File: config.mk
export PLATFORM = sky130hd
export DESIGN_NAME = bus_master_arbiter
export DESIGN_NICKNAME = d
export VERILOG_FILES = /design/src/rtl/bm_pkg.sv /design/src/rtl/bm_sync.sv /design/src/rtl/bm_holdoff.sv /design/src/rtl/bm_fsm.sv /design/src/rtl/bus_master_arbiter.sv
export SDC_FILE = /design/constraint.sdc
export NUM_CORES = 1
export LEC_CHECK = 0
export BUFFER_PORTS_ARGS = -buffer_cell sky130_fd_sc_hd__buf_2
export CAP_MARGIN = 40
export CORE_AREA = 10 10 47 49
export DETAILED_ROUTE_END_ITERATION = 6
export DIE_AREA = 0 0 57 59
export PLACE_DENSITY = 0.55
export SETUP_SLACK_MARGIN = 0.3
export SYNTH_ARGS = -nofsm -noshare
export SYNTH_HDL_FRONTEND = slang
export SYNTH_HIERARCHICAL = 1
export SYNTH_SLANG_ARGS = --single-unit
File: constraint.sdc
create_clock -name clk -period 1.4 [get_ports clk]
set_input_delay 0 -clock clk [delete_from_list [all_inputs] [get_ports clk]]
set_output_delay 0 -clock clk [all_outputs]
set_load 0.005 [all_outputs]
File: src/rtl/bm_pkg.sv
package bm_pkg;
  typedef enum logic [1:0] {
    ST_IDLE = 2'd0,
    ST_OWN  = 2'd1,
    ST_REL  = 2'd2
  } bm_state_e;
endpackage

File: src/rtl/bm_sync.sv
module bm_sync #(
  parameter int   STAGES  = 2,
  parameter logic RST_VAL = 1'b0
) (
  input  logic clk,
  input  logic rst_n,
  input  logic d_i,
  output logic q_o
);
  logic [STAGES-1:0] sr;

  generate
    if (STAGES == 1) begin : g_one
      always_ff @(posedge clk or negedge rst_n) begin
        if (!rst_n) sr <= RST_VAL;
        else        sr <= d_i;
      end
    end else begin : g_chain
      always_ff @(posedge clk or negedge rst_n) begin
        if (!rst_n) sr <= {STAGES{RST_VAL}};
        else        sr <= {sr[STAGES-2:0], d_i};
      end
    end
  endgenerate

  assign q_o = sr[STAGES-1];
endmodule

File: src/rtl/bm_holdoff.sv
module bm_holdoff #(
  parameter int GAP = 4
) (
  input  logic clk,
  input  logic rst_n,
  input  logic load_i,
  output logic clear_o
);
  generate
    if (GAP == 0) begin : g_none
      assign clear_o = 1'b1;
    end else begin : g_cnt
      localparam int CW = $clog2(GAP + 1);
      logic [CW-1:0] cnt;
      always_ff @(posedge clk or negedge rst_n) begin
        if (!rst_n)            cnt <= '0;
        else if (load_i)       cnt <= CW'(GAP);
        else if (cnt != '0)    cnt <= cnt - 1'b1;
      end
      assign clear_o = (cnt == '0);
    end
  endgenerate
endmodule

File: src/rtl/bm_fsm.sv
module bm_fsm
  import bm_pkg::*;
(
  input  logic clk,
  input  logic rst_n,
  input  logic grant_s_i,
  input  logic free_s_i,
  input  logic gap_clear_i,
  input  logic req_valid_i,
  input  logic cyc_done_i,
  output logic own_o,
  output logic busy_oe_o,
  output logic busy_n_o,
  output logic req_ready_o,
  output logic rel_start_o
);
  bm_state_e state, state_nx;
  logic      in_cyc;
  logic      hs;

  assign req_ready_o = (state == ST_OWN) && grant_s_i && !in_cyc;
  assign hs          = req_valid_i && req_ready_o;

  always_comb begin
    state_nx = state;
    unique case (state)
      ST_IDLE: if (grant_s_i && free_s_i && gap_clear_i) state_nx = ST_OWN;
      ST_OWN:  if (!grant_s_i && (!in_cyc || cyc_done_i)) state_nx = ST_REL;
      ST_REL:  state_nx = ST_IDLE;
      default: state_nx = ST_IDLE;
    endcase
  end

  always_ff @(posedge clk or negedge rst_n) begin
    if (!rst_n) begin
      state  <= ST_IDLE;
      in_cyc <= 1'b0;
    end else begin
      state <= state_nx;
      if (hs)              in_cyc <= 1'b1;
      else if (cyc_done_i) in_cyc <= 1'b0;
    end
  end

  assign rel_start_o = (state == ST_OWN) && (state_nx == ST_REL);
  assign own_o       = (state == ST_OWN);
  assign busy_oe_o   = (state != ST_IDLE);
  assign busy_n_o    = (state != ST_OWN);
endmodule

File: src/rtl/bus_master_arbiter.sv
module bus_master_arbiter #(
  parameter int SYNC_STAGES = 2,
  parameter int GRANT_GAP   = 4
) (
  input  logic clk,
  input  logic rst_n,
  input  logic sync_mode_i,
  input  logic grant_i,
  input  logic busy_n_i,
  output logic busy_oe_o,
  output logic busy_n_o,
  output logic own_o,
  input  logic req_valid_i,
  output logic req_ready_o,
  input  logic cyc_done_i
);
  logic grant_sy, free_sy;
  logic grant_eff, free_eff;
  logic gap_clear, rel_start;

  bm_sync #(.STAGES(SYNC_STAGES), .RST_VAL(1'b0)) u_grant_sync (
    .clk(clk), .rst_n(rst_n), .d_i(grant_i), .q_o(grant_sy)
  );

  bm_sync #(.STAGES(SYNC_STAGES), .RST_VAL(1'b0)) u_busy_sync (
    .clk(clk), .rst_n(rst_n), .d_i(busy_n_i), .q_o(free_sy)
  );

  assign grant_eff = sync_mode_i ? grant_sy : grant_i;
  assign free_eff  = sync_mode_i ? free_sy  : busy_n_i;

  bm_holdoff #(.GAP(GRANT_GAP)) u_gap (
    .clk(clk), .rst_n(rst_n),
    .load_i(rel_start && sync_mode_i),
    .clear_o(gap_clear)
  );

  bm_fsm u_fsm (
    .clk(clk), .rst_n(rst_n),
    .grant_s_i(grant_eff), .free_s_i(free_eff), .gap_clear_i(gap_clear),
    .req_valid_i(req_valid_i), .cyc_done_i(cyc_done_i),
    .own_o(own_o), .busy_oe_o(busy_oe_o), .busy_n_o(busy_n_o),
    .req_ready_o(req_ready_o), .rel_start_o(rel_start)
  );
endmodule

==> impl_metrics.json <==
{
  "finalHoldViolations": 0,
  "synth_commonest_cells": "dfrtp_1 (10), inv_1 (4), nor2b_1 (3)",
  "io_pins": 11,
  "netlist_instances": 38,
  "root_buffer": "clkbuf_4",
  "ys_async_sr_fraction": 1.00,
  "post-route-period-util": 0.932,
  "worst_pin_slew_ns": 0.229,
  "final_cell_area_um2": 739,
  "max_slew_margin": 0.847,
  "dieArea_mm2": 0.00336,
  "vias": 382,
  "worstPathArrival_ns": 1.46,
  "holdWs_ns": 0.0358,
  "cp-start-kind": "flop",
  "power-per-cell-area_mw_per_mm2": 1730,
  "fin_skew_ns": 0.0105,
  "insertion_delay_ns": 0.26,
  "vias_per_cell": 4.72,
  "synth_top_area_cell": "dfrtp_1",
  "dp_hpwl_um": 681,
  "synthTopCellsByArea": "dfrtp_1 (54%), ha_1 (5.4%), mux2_2 (4.8%)",
  "irDropWorstVdd_uv": 758,
  "min-delay-path-class": "input port to flop",
  "worst_r2r_path_depth": 5,
  "drt_wl_total_um": 1020,
  "grt_antenna_before_repair": 0,
  "cts_tree": "yes",
  "syn_to_final_growth_pct": 58.9,
  "h-tree-depth": 1,
  "layout-drive-gt1-share": 0.569,
  "drc_errors": 0,
  "place_ws_ns": 0.0812,
  "portBuffers": 10,
  "instances_no_fill": 81,
  "required_ns": 1.55,
  "rr_startpoint": "u_fsm/state[1]$_DFF_PN0_",
  "maxCapViolations": 0,
  "clk_pin_slew_ns": 0.07,
  "cts_buffer_depth": 2,
  "grt-ovfl-total": 0,
  "fp.coreArea_mm2": 0.00140,
  "grt_util_all_layers": 0.0650,
  "hold_start": "cyc_done_i",
  "netlist.area_leader.share": 0.538,
  "wl_per_cell_um": 12.5,
  "fin_setup_tns_ns": 0,
  "fin_nets": 76,
  "dr.pass1.iters": 2,
  "grt_pass1_wl_um": 1710,
  "status": "finished, final reports clean",
  "drtIter0Drc": 3,
  "start_util": 0.332,
  "antenna_cells": 0,
  "whs_path_depth": 3,
  "gp_congestion": 0.726,
  "die_w_um": 57,
  "setup_viol": 0,
  "postRouteAntennaNets": 0,
  "layout_setup_ws_ns": 0.0955,
  "final-max-slew-violation-count": 0,
  "placedCellCount": 65,
  "synth_warnings": 6,
  "clock_sinks": 10,
  "fillCellCount": 146,
  "hold_path_end": "u_fsm/state[0]$_DFF_PN0_",
  "rrSetupSlack_ns": 0.1,
  "crit_type": "flop to flop",
  "syn-num-nets": 47,
  "synth.most_common_cell": "dfrtp_1",
  "endpoint_kind": "flop",
  "grt_pass1_vias": 425,
  "seq_area_frac_synth": 0.538,
  "max_freq_mhz": 767,
  "synth.distinct_cells": 19,
  "synth_edf_count": 0,
  "avgSynthCellArea_um2": 12.2,
  "period_minus_slack_ns": 1.30,
  "rows": 14,
  "syn_area_um2": 465,
  "cts_buffers": 3,
  "grt_max_degree": 11,
  "cp_max_fo": 5,
  "total_power_mw": 1.28,
  "r2r_end": "u_gap/g_cnt.cnt[0]$_DFFE_PN0P_",
  "ys.flop_type": "dfrtp_1",
  "rsz0062_at_grt": "yes",
  "fin_util": 0.528,
  "ys_ff_latch": 10,
  "cellLeakagePower_nw": 0.371,
  "die_h_um": 59,
  "placed_cell_area_um2": 563
}
## cell families after synthesis
logic type	Yosys count	share of synthesized area
compound gates	5	0.0807
fa+ha+maj	2	0.0538
buf+inv	4	0.0322
flops	10	0.538
mux	3	0.0806
simple gates	14	0.215
## layer usage
layer | wire (um) | global-route usage | vias up | part of all wire
met5 | 0 | 0 | - | 0
met2 | 515 | 0.112 | 11 | 0.51
li1 | - | - | 183 | -
met3 | 75 | 0.0494 | 0 | 0.074
met1 | 424 | 0.0623 | 188 | 0.42
met4 | 0 | 0.0101 | 0 | 0
## report_power, final
| group | switching [mW] | total [mW] | internal [mW] | leakage (nW) |
|---|---|---|---|---|
| combinational | 0.246 | 0.680 | 0.434 | 0.234 |
| clock | 0.0911 | 0.190 | 0.0988 | 0.0138 |
| sequential | 0.0558 | 0.413 | 0.357 | 0.124 |
## worst max-delay path: stages, from the launching register on
cell	delay [ns]
dfrtp_1	0.41
nand2b_4	0.18
nor3_2	0.14
and2_4	0.17
nor2_1	0.04
mux2_4	0.26
## flip-flops by register name, summed over array words and instances (netlist names)
register and cells:
u_grant_sync/sr 2, u_fsm/in_cyc 1, u_busy_sync/sr 2, u_gap/g_cnt.cnt 3, u_fsm/state 2
## cells in the final DEF (no fill, tap or decap), drive strengths merged
master	instances
nand4bb	1
mux2	3
buf	20
o32ai	1
or2	1
a21oi	1
and2	1
inv	4
nor2b	4
ha	2
nand2b	2
a21o	1
nor3	2
clkbuf	3
and4bb	1
dlygate4sd3	4
dfrtp	10
nor2	2
o31ai	1
a211o	1
## how the worst max path moves through the flow
stage                                 start                             end  slack (ns)  depth (start not counted)
2_1_floorplan  u_grant_sync/sr[1]$_DFF_PN0_  u_gap/g_cnt.cnt[0]$_DFFE_PN0P_        0.13                          5
3_3_place_gp   u_grant_sync/sr[1]$_DFF_PN0_  u_gap/g_cnt.cnt[0]$_DFFE_PN0P_        0.10                          5
3_5_place_dp   u_grant_sync/sr[1]$_DFF_PN0_  u_gap/g_cnt.cnt[0]$_DFFE_PN0P_        0.08                          5
4_1_cts        u_grant_sync/sr[1]$_DFF_PN0_  u_gap/g_cnt.cnt[0]$_DFFE_PN0P_        0.09                          5
5_1_grt        u_grant_sync/sr[1]$_DFF_PN0_  u_gap/g_cnt.cnt[0]$_DFFE_PN0P_        0.04                          5
6_report           u_fsm/state[1]$_DFF_PN0_  u_gap/g_cnt.cnt[0]$_DFFE_PN0P_         0.1                          5
## cell type report
cell class | instances | area, um2 | share of cell area
clock buffers | 3 | 22.5 | 0.0305
inverters | 4 | 15.0 | 0.0203
multi-input cells | 24 | 251 | 0.340
flip-flops and latches | 10 | 250 | 0.338
well taps | 16 | 20.0 | 0.0271
repair buffers | 24 | 180 | 0.244
## repair_timing
item,CTS,global route
endpoints found under the hold margin,13,0
pin swaps,4,4
hold buffers,4,0
resized for setup,10,2
setup endpoints to repair,7,7
buffers inserted,7,2
Note: power is estimated with default switching activity, not from simulation.
